==> src/rtl/rx_slip_pkg.sv <==
package rx_slip_pkg;
    parameter int BYTE_W = 8;
    parameter int NREG   = 2;
    localparam int IDX_W  = $clog2(NREG);
    localparam int CNT_W  = $clog2(BYTE_W + 1);

    typedef logic [BYTE_W-1:0] byte_t;
    typedef logic [IDX_W-1:0]  idx_t;
    typedef logic [1:0]        pend_t;   // saturating count of unread writes: 0, 1, 2+
    typedef logic [CNT_W-1:0]  left_t;
endpackage

==> src/rtl/rx_slip_store.sv <==
module rx_slip_store
    import rx_slip_pkg::*;
(
    input  logic  clk,
    input  logic  rst_n,
    input  logic  wr_vld,
    input  byte_t wr_data,
    input  logic  rd_take,
    input  idx_t  rd_idx,
    output byte_t rd_data,
    output idx_t  last_idx,
    output pend_t pend_cnt
);
    typedef struct packed {
        idx_t  wr_ptr;
        idx_t  last;
        pend_t pend;
    } ctl_t;

    ctl_t  ctl_d, ctl_q;
    byte_t bank_q [NREG];

    always_comb begin
        ctl_d = ctl_q;
        if (wr_vld) begin
            ctl_d.last   = ctl_q.wr_ptr;
            ctl_d.wr_ptr = ctl_q.wr_ptr + idx_t'(1);
        end
        if (rd_take) begin
            ctl_d.pend = wr_vld ? pend_t'(1) : pend_t'(0);
        end else if (wr_vld && ctl_q.pend != 2'd2) begin
            ctl_d.pend = ctl_q.pend + pend_t'(1);
        end
    end

    always_ff @(posedge clk or negedge rst_n) begin
        if (!rst_n) ctl_q <= '0;
        else        ctl_q <= ctl_d;
    end

    for (genvar g = 0; g < NREG; g++) begin : g_bank
        byte_t bank_d;
        always_comb begin
            bank_d = bank_q[g];
            if (wr_vld && ctl_q.wr_ptr == idx_t'(g)) bank_d = wr_data;
        end
        always_ff @(posedge clk or negedge rst_n) begin
            if (!rst_n) bank_q[g] <= '1;
            else        bank_q[g] <= bank_d;
        end
    end

    assign rd_data  = bank_q[rd_idx];
    assign last_idx = ctl_q.last;
    assign pend_cnt = ctl_q.pend;
endmodule

==> src/rtl/rx_slip_select.sv <==
module rx_slip_select
    import rx_slip_pkg::*;
(
    input  logic  clk,
    input  logic  rst_n,
    input  logic  start,
    input  pend_t pend_cnt,
    input  idx_t  last_idx,
    output idx_t  rd_idx,
    output logic  ins_flag,
    output logic  del_flag
);
    typedef struct packed {
        idx_t sel;
        logic ins;
        logic del;
    } sel_t;

    sel_t sel_d, sel_q;
    idx_t pick;

    always_comb begin
        pick  = (pend_cnt == 2'd0) ? sel_q.sel : last_idx;
        sel_d = sel_q;
        sel_d.ins = 1'b0;
        sel_d.del = 1'b0;
        if (start) begin
            sel_d.sel = pick;
            sel_d.ins = (pend_cnt == 2'd0);
            sel_d.del = (pend_cnt == 2'd2);
        end
    end

    always_ff @(posedge clk or negedge rst_n) begin
        if (!rst_n) sel_q <= '0;
        else        sel_q <= sel_d;
    end

    assign rd_idx   = pick;
    assign ins_flag = sel_q.ins;
    assign del_flag = sel_q.del;
endmodule

==> src/rtl/rx_slip_serial.sv <==
module rx_slip_serial
    import rx_slip_pkg::*;
(
    input  logic  clk,
    input  logic  rst_n,
    input  logic  load,
    input  byte_t load_data,
    input  logic  force_one,
    output logic  pcm_out,
    output left_t bits_left
);
    typedef struct packed {
        byte_t sh;
        left_t left;
        logic  pcm;
    } ser_t;

    ser_t ser_d, ser_q;
    logic bit_v;

    always_comb begin
        ser_d = ser_q;
        bit_v = 1'b1;
        if (load) begin
            bit_v      = load_data[BYTE_W-1];
            ser_d.sh   = load_data << 1;
            ser_d.left = left_t'(BYTE_W - 1);
        end else if (ser_q.left != '0) begin
            bit_v      = ser_q.sh[BYTE_W-1];
            ser_d.sh   = ser_q.sh << 1;
            ser_d.left = ser_q.left - left_t'(1);
        end
        ser_d.pcm = force_one ? 1'b1 : bit_v;
    end

    always_ff @(posedge clk or negedge rst_n) begin
        if (!rst_n) ser_q <= '{sh: '1, left: '0, pcm: 1'b1};
        else        ser_q <= ser_d;
    end

    assign pcm_out   = ser_q.pcm;
    assign bits_left = ser_q.left;
endmodule

==> src/rtl/rx_slip_buffer.sv <==
module rx_slip_buffer
    import rx_slip_pkg::*;
(
    input  logic       clk,
    input  logic       rst_n,
    input  logic       byte_vld,
    input  logic [7:0] byte_in,
    input  logic       slot_a,
    input  logic       slot_b,
    input  logic       slot_sel,
    input  logic       blank,
    input  logic       sup_n,
    input  logic       alarm,
    output logic       pcm_out,
    output logic       ins_flag,
    output logic       del_flag
);
    logic  slot_start;
    logic  force_one;
    idx_t  rd_idx;
    idx_t  last_idx;
    pend_t pend_cnt;
    byte_t rd_data;
    left_t bits_left;

    assign slot_start = slot_sel ? slot_a : slot_b;
    assign force_one  = blank | (~sup_n & alarm);

    rx_slip_store u_store (
        .clk      (clk),
        .rst_n    (rst_n),
        .wr_vld   (byte_vld),
        .wr_data  (byte_in),
        .rd_take  (slot_start),
        .rd_idx   (rd_idx),
        .rd_data  (rd_data),
        .last_idx (last_idx),
        .pend_cnt (pend_cnt)
    );

    rx_slip_select u_select (
        .clk      (clk),
        .rst_n    (rst_n),
        .start    (slot_start),
        .pend_cnt (pend_cnt),
        .last_idx (last_idx),
        .rd_idx   (rd_idx),
        .ins_flag (ins_flag),
        .del_flag (del_flag)
    );

    rx_slip_serial u_serial (
        .clk       (clk),
        .rst_n     (rst_n),
        .load      (slot_start),
        .load_data (rd_data),
        .force_one (force_one),
        .pcm_out   (pcm_out),
        .bits_left (bits_left)
    );
endmodule

==> config.mk <==
export PLATFORM = sky130hd
export DESIGN_NAME = rx_slip_buffer
export DESIGN_NICKNAME = d
export VERILOG_FILES = /design/src/rtl/rx_slip_pkg.sv /design/src/rtl/rx_slip_store.sv /design/src/rtl/rx_slip_select.sv /design/src/rtl/rx_slip_serial.sv /design/src/rtl/rx_slip_buffer.sv
export SDC_FILE = /design/constraint.sdc
export NUM_CORES = 1
export LEC_CHECK = 0
export BUFFER_PORTS_ARGS = -buffer_cell sky130_fd_sc_hd__clkbuf_2
export CAP_MARGIN = 5
export CORE_UTILIZATION = 55
export CTS_CLUSTER_DIAMETER = 30
export CTS_CLUSTER_SIZE = 25
export DETAILED_ROUTE_END_ITERATION = 8
export PLACE_DENSITY_LB_ADDON = 0.08
export REMOVE_ABC_BUFFERS = 1
export SLEW_MARGIN = 20
export SYNTH_ARGS = -nofsm -noshare
export SYNTH_HDL_FRONTEND = slang
export SYNTH_SLANG_ARGS = --single-unit
==> constraint.sdc <==
create_clock -name clk -period 2.8 [get_ports clk]
set_clock_uncertainty 0.15 [all_clocks]
set_input_delay 0.42 -clock clk [delete_from_list [all_inputs] [get_ports clk]]
set_output_delay 0.42 -clock clk [all_outputs]
set_load 0.01 [all_outputs]
==> reports/qor.txt, run 1 <==
core box area -> 2830 um2
DRC viols -> 4
clock root cell -> clkbuf_4
crit path max fanout -> 6
H-Tree Depth -> 2
layout net count -> 181
Setup CP Type -> flop to flop
failing checks -> DRC
power per cell area -> 946 nW/um2
Final Max Slew Viols -> 0
R2R setup slack -> 770 ps
Post-CTS Setup Inserts -> 0
CTS tree -> built
final setup fails -> 0
cell taking the most area after synthesis -> dfstp_2
grt ovf -> 0
drt wl/cell -> 15.4 um
share of cells above drive strength 1 -> 0.463
Via-to-Cell Ratio -> 5.88
clock buffer depth -> 2
first-pass GRT wire length -> 5260 um
Die Ht -> 57.3 um
drt initial violations -> 29
Worst-path clk slew -> 110 ps
vias in the first global route -> 1174
Post-CTS Resized -> 0
Yosys Warn Count -> 0
I/O pin count -> 20
area grow syn2layout -> 10.4%
Static Leakage -> 0.798 nW
TritonCTS Sinks -> 36
HPWL reported at the end of detailed placement -> 2000 um
Cells after DPL -> 185
RSZ-0062 raised after global routing -> false
asr flop ratio synth -> 1.00
CP Launch Type -> flop
pin count of the biggest net entering global routing -> 37
Seq/Total Area, Yosys -> 0.554
vias post-DR -> 1135
initial antenna violation count -> 0
Initial Util -> 0.595
main flop type after synthesis -> dfstp_2
CP max stage delay -> 660 ps
ANT cells -> 0
Syn Area/Cell -> 12.0 um2
most frequent cells after synthesis -> nand3_1 (28), dfstp_2 (25), mux2_2 (17)
GRT Total Usage -> 0.216
Worst EP arrival -> 2150 ps
post-synthesis cell area -> 1680 um2
Synth cell types -> 32
Fmax -> 493 MHz
TritonCTS buffer count -> 5
Fin. Hold Viols -> 0
final worst path period share -> 0.725
Worst Hold Class -> primary input to async pin
status -> complete, but fails checks
Worst-Margin Slew -> 836 ps
worst rel slew slack -> 0.443
Worst Path Required -> 2920 ps
Die X-Extent -> 57.3 um
MaxCap Viol Count -> 0
Setup TNS -> 0 ps
FF+latch count, synth -> 36
most common cell in the netlist -> nand3_1
endpoint class of the critical path -> flop
crit path cell chain -> inv_1 > ha_1 > nor3b_1 > buf_4 > nand3_1 > nand4_1
Core Rows -> 19
Detailed Route WL -> 2970 um
crit path max-delay cell type -> nor3b_1
RePlAce Congestion -> 0.742
PortBufs -> 19
EDFF count, synth -> 0
top cells by area, synth -> dfstp_2 (39%), dfrtp_1 (16%), mux2_2 (11%)
# hold bufs at CTS -> 0
minimum clock period -> 2030 ps
First-pass DRT Iterations -> 6
VDD IR-drop max -> 0.000462 V
Gate Count Post-Synth -> 140
area share of the largest cell type after synthesis -> 0.390
Worst-Skew Late Latency -> 330 ps
total die area -> 3290 um2
Post-DRT Antenna Nets -> 0
final std cells w/o fill -> 193
==> final timing paths <==
check	from	to	cells after the start
worst min-delay path	rst_n	u_serial.bits_left[1]	1
min in group clk	byte_in[3]	u_store.bank_q[11]	2
worst max-delay path	u_serial.bits_left[0]	u_serial.ser_q[7]	6
worst min register to register	u_store.bank_q[5]	u_serial.ser_q[11]	2
max in group asynchronous	rst_n	u_store.pend_cnt[1]	1
worst max register to register	u_serial.bits_left[0]	u_serial.ser_q[7]	6
==> area by class of cell <==
class	instances	area, um2
Fill cell	229	971
Sequential cell	36	932
Multi-Input combinational cell	90	674
Timing Repair Buffer	21	110
Clock buffer	6	41.3
Tap cell	31	38.8
Clock inverter	2	35.0
Inverter	7	26.3
==> state kept, by name, summed over array words and instances, names as in the netlist <==
name,cells
u_store.ctl_q,1
u_select.sel_q,1
u_serial.pcm_out,1
u_store.last_idx,1
u_serial.ser_q,8
u_store.bank_q,16
u_select.del_flag,1
u_select.ins_flag,1
u_serial.bits_left,4
u_store.pend_cnt,2
==> cell usage in the layout (no fill, tap or decap), types with 2 or more instances in the layout <==
| cell | instances |
|---|---|
| nand3_1 | 28 |
| dfstp_2 | 25 |
| clkbuf_2 | 19 |
| mux2_2 | 17 |
| dfrtp_1 | 11 |
| inv_1 | 7 |
| nand4_1 | 7 |
| clkbuf_4 | 5 |
| o21ai_0 | 4 |
| a21oi_1 | 3 |
| nor2_1 | 3 |
| nor3_1 | 3 |
| ha_1 | 3 |
| mux2i_4 | 2 |
| mux2i_1 | 2 |
| xnor2_1 | 2 |
| nand2_1 | 2 |
| buf_4 | 2 |
==> layer usage <==
layer,global-route usage,share of wire,vias to the layer above,wire length [um]
li1,-,-,543,-
met1,0.275,0.46,561,1360
met2,0.353,0.48,25,1440
met3,0.0635,0.042,6,126
met4,0.0801,0.014,0,41
met5,0,0,-,0
==> cell families (layout without fill, tap and decap cells) <==
| group | Yosys count | after routing | synth area share |
|---|---|---|---|
| AO/OA/AOI/OAI | 11 | 11 | 0.0394 |
| AND/OR/NAND/NOR | 51 | 51 | 0.162 |
| adder cells (fa/ha/maj) | 3 | 3 | 0.0223 |
| XOR/XNOR | 3 | 3 | 0.0156 |
| multiplexers | 22 | 22 | 0.161 |
| flip-flops | 36 | 36 | 0.554 |
| buffers and inverters | 14 | 36 | 0.0454 |
==> metrics by stage <==
stage	area (um2)	utilization	setup WS (ps)	hold slack, ps	total power [W]
6_report	1860	0.657	771	17.7	0.00176
5_1_grt	1860	0.657	651	71.0	0.00187
4_1_cts	1860	0.657	818	46.0	0.00178
3_5_place_dp	1780	0.630	855	339	0.00142
3_3_place_gp	1780	0.630	978	338	0.00139
2_1_floorplan	1630	-	932	-25.6	0.00127
==> power breakdown <==
group	switching, W	internal (W)	leakage, nW	total, W
Sequential	0.000117	0.000841	0.393	0.000958
Clock	0.000165	0.000187	0.0422	0.000352
Combinational	0.000216	0.000231	0.363	0.000447
Total	0.000498	0.00126	0.798	0.00176
==> critical path, delay by kind of cell (launching register included) <==
kind	cells	cell delay (ps)
flops	1	400
fa+ha+maj	1	190
buf+inv	2	370
simple gates	3	860
Note: power is estimated with default switching activity, not from simulation.
==> run 2: changes to the inputs <==
--- a/config.mk
+++ b/config.mk
@@ -7,7 +7,7 @@
 export LEC_CHECK = 0
 export BUFFER_PORTS_ARGS = -buffer_cell sky130_fd_sc_hd__clkbuf_2
 export CAP_MARGIN = 5
-export CORE_UTILIZATION = 55
+export CORE_UTILIZATION = 51
 export CTS_CLUSTER_DIAMETER = 30
 export CTS_CLUSTER_SIZE = 25
 export DETAILED_ROUTE_END_ITERATION = 8
==> constraint.sdc (replaced) <==
create_clock -name clk -period 1.7 [get_ports clk]
set_clock_uncertainty 0.15 [all_clocks]
set_input_delay 0.255 -clock clk [delete_from_list [all_inputs] [get_ports clk]]
set_output_delay 0.255 -clock clk [all_outputs]
set_load 0.01 [all_outputs]
==> run 2 against run 1 <==
  * The flow now finishes without violations
  * Sequential power increased by 66%
  * Power is 57% higher
  * Count of clock-buffer cells in the layout increased by 1
  * Combinational power grew 67%
  * Global-route usage is 1.5 points lower
  * Wire length decreased by 0.64%
  * Non-clock buffer count increased by 5
  * Via count increased by 2.3%
  * Largest power group unchanged
  * First-iteration DRC count rose by 66%
  * Highest routed layer unchanged
  * Largest cell class unchanged
==> reports/qor.txt, run 2 (synthesis results as in run 1) <==
pre-CTS WS -> 1.73 ps
initial antenna violation count -> 0
DRC viols -> 0
Worst Path Required -> 1780 ps
met2 usage -> 0.343
clock buffer depth -> 2
PortBufs -> 19
final worst path period share -> 0.964
final setup fails -> 0
M3 GR Usage -> 0.0480
CTS tree -> built
area grow syn2layout -> 13.2%
Worst Hold Class -> primary input to flop
Fmax -> 610 MHz
crit path max fanout -> 8
Cells after DPL -> 201
vias in the first global route -> 1192
drt initial violations -> 48
vias post-DR -> 1161
HPWL reported at the end of detailed placement -> 2030 um
hold path depth -> 2
Die X-Extent -> 59.4 um
MaxCap Viol Count -> 0
H-Tree Depth -> 2
share of cells above drive strength 1 -> 0.479
Post-CTS Setup Inserts -> 0
Via-to-Cell Ratio -> 5.50
GRT Total Usage -> 0.201
Post-DRT Antenna Nets -> 0
commonest non-fill, non-tap cells in the layout -> nand3_1 (28), dfstp_2 (25), clkbuf_2 (19), mux2_2 (17), dfrtp_1 (11)
R2R setup slack -> 60 ps
status -> finished, final reports clean
clock root cell -> clkbuf_4
RePlAce Congestion -> 0.753
final std cells w/o fill -> 211
most flop-heavy register -> u_store.bank_q
Worst-Skew Late Latency -> 340 ps
Worst EP arrival -> 1720 ps
design area -> 1900 um2
Critical R2R Launch -> u_serial.bits_left[0]
Worst Hold End -> u_store.bank_q[3]
total die area -> 3530 um2
CP Launch Type -> flop
GR Layer Usage met1 -> 0.233
first-pass GRT wire length -> 5130 um
most used routing layer -> met2
TritonCTS Sinks -> 36
Detailed Route WL -> 2950 um
Die Ht -> 59.4 um
Util after Layout -> 0.614
most common cell after layout, fill and taps aside -> nand3_1
Worst-path clk slew -> 110 ps
beginning of the worst hold path -> byte_in[3]
r2r endpoint -> u_serial.bits_left[1]
minimum clock period -> 1640 ps
ANT cells -> 0
layout net count -> 186
Fin. Hold Viols -> 0
max reg flops -> 16
Static Leakage -> 0.810 nW
VDD IR-drop max -> 0.000886 V
drt wl/cell -> 14.0 um
Final Max Slew Viols -> 0
Worst-Margin Slew -> 437 ps
DP Area -> 1820 um2
I/O pin count -> 20
First-pass DRT Iterations -> 4
pin count of the biggest net entering global routing -> 37
worst rel slew slack -> 0.709
Setup CP Type -> flop to flop
RSZ-0062 raised after global routing -> false
Core Rows -> 20
Initial Util -> 0.542
power per cell area -> 1450 nW/um2
Worst R2R Path Depth -> 5
Setup WS post-layout -> 61.0 ps
TritonCTS buffer count -> 5
endpoint class of the critical path -> flop
core box area -> 3100 um2
grt ovf -> 0
run 2: cell types whose count changed in the layout (fill, tap and decap cells not counted):
cell           change
buf_4              +2
buf_6              +1
bufinv_16          -1
clkbuf_1           +1
dlygate4sd3_1      +2
ha_1               -1
ha_2               +1
nor3b_1            -1
nor3b_2            +1
or3b_1             -1
or3b_4             +1
run 2: repair_timing:
item | 4_1_cts | 5_1_grt
hold buffers | 2 | 0
endpoints found under the hold margin | 12 | 0
gates cloned | 0 | 0
pin swaps | 0 | 0
setup endpoints to repair | 1 | 10
gates resized for setup | 1 | 3
run 2: metal layers:
metal  up-vias  share of wire
li1        558              -
met1       560           0.41
met2        36           0.51
met3         7          0.054
met4         0          0.019
met5         -              0
run 2: where the power goes:
part | switching (W) | leakage [nW] | internal (W)
Clock | 0.000266 | 0.0293 | 0.000161
Sequential | 0.000204 | 0.393 | 0.00139
Combinational | 0.000343 | 0.387 | 0.000405
Total | 0.000813 | 0.810 | 0.00195
run 2: critical path, cell delays in order (launching register included):
cell,delay (ps)
dfrtp_1,400
inv_1,100
ha_1,200
or3b_4,450
nor3_1,170
a21oi_1,60
run 2: stage by stage:
| stage | hold slack (ps) | power (W) | setup TNS [ps] |
|---|---|---|---|
| global placement | 157 | 0.00232 | 0 |
| global route | 6.27 | 0.00294 | 0 |
| detailed placement | 160 | 0.00235 | 0 |
| floorplan | -191 | 0.00209 | -1310 |
| CTS | 9.79 | 0.00280 | 0 |
| finish | 15.1 | 0.00277 | 0 |
run 2: area by class of cell:
| cell class | instances | area (um2) |
|---|---|---|
| Fill cell | 281 | 1200 |
| Tap cell | 44 | 55.1 |
| Inverter | 7 | 26.3 |
| Sequential cell | 36 | 932 |
| Multi-Input combinational cell | 90 | 684 |
| Clock inverter | 1 | 5.00 |
| Clock buffer | 7 | 45.0 |
| Timing Repair Buffer | 26 | 156 |
run 2: worst max path at each step:
| stage | start | end | slack, ps | cells after the start |
|---|---|---|---|---|
| 2_1_floorplan | u_serial.bits_left[0] | u_serial.bits_left[0] | -170 | 5 |
| 3_3_place_gp | u_store.pend_cnt[0] | u_serial.pcm_out | 80 | 5 |
| 3_5_place_dp | u_serial.bits_left[0] | u_serial.bits_left[1] | 2 | 5 |
| 4_1_cts | u_serial.bits_left[0] | u_serial.pcm_out | 40 | 6 |
| 5_1_grt | u_serial.bits_left[0] | u_serial.bits_left[1] | 0.9 | 5 |
| 6_report | u_serial.bits_left[0] | u_serial.bits_left[1] | 60 | 5 |
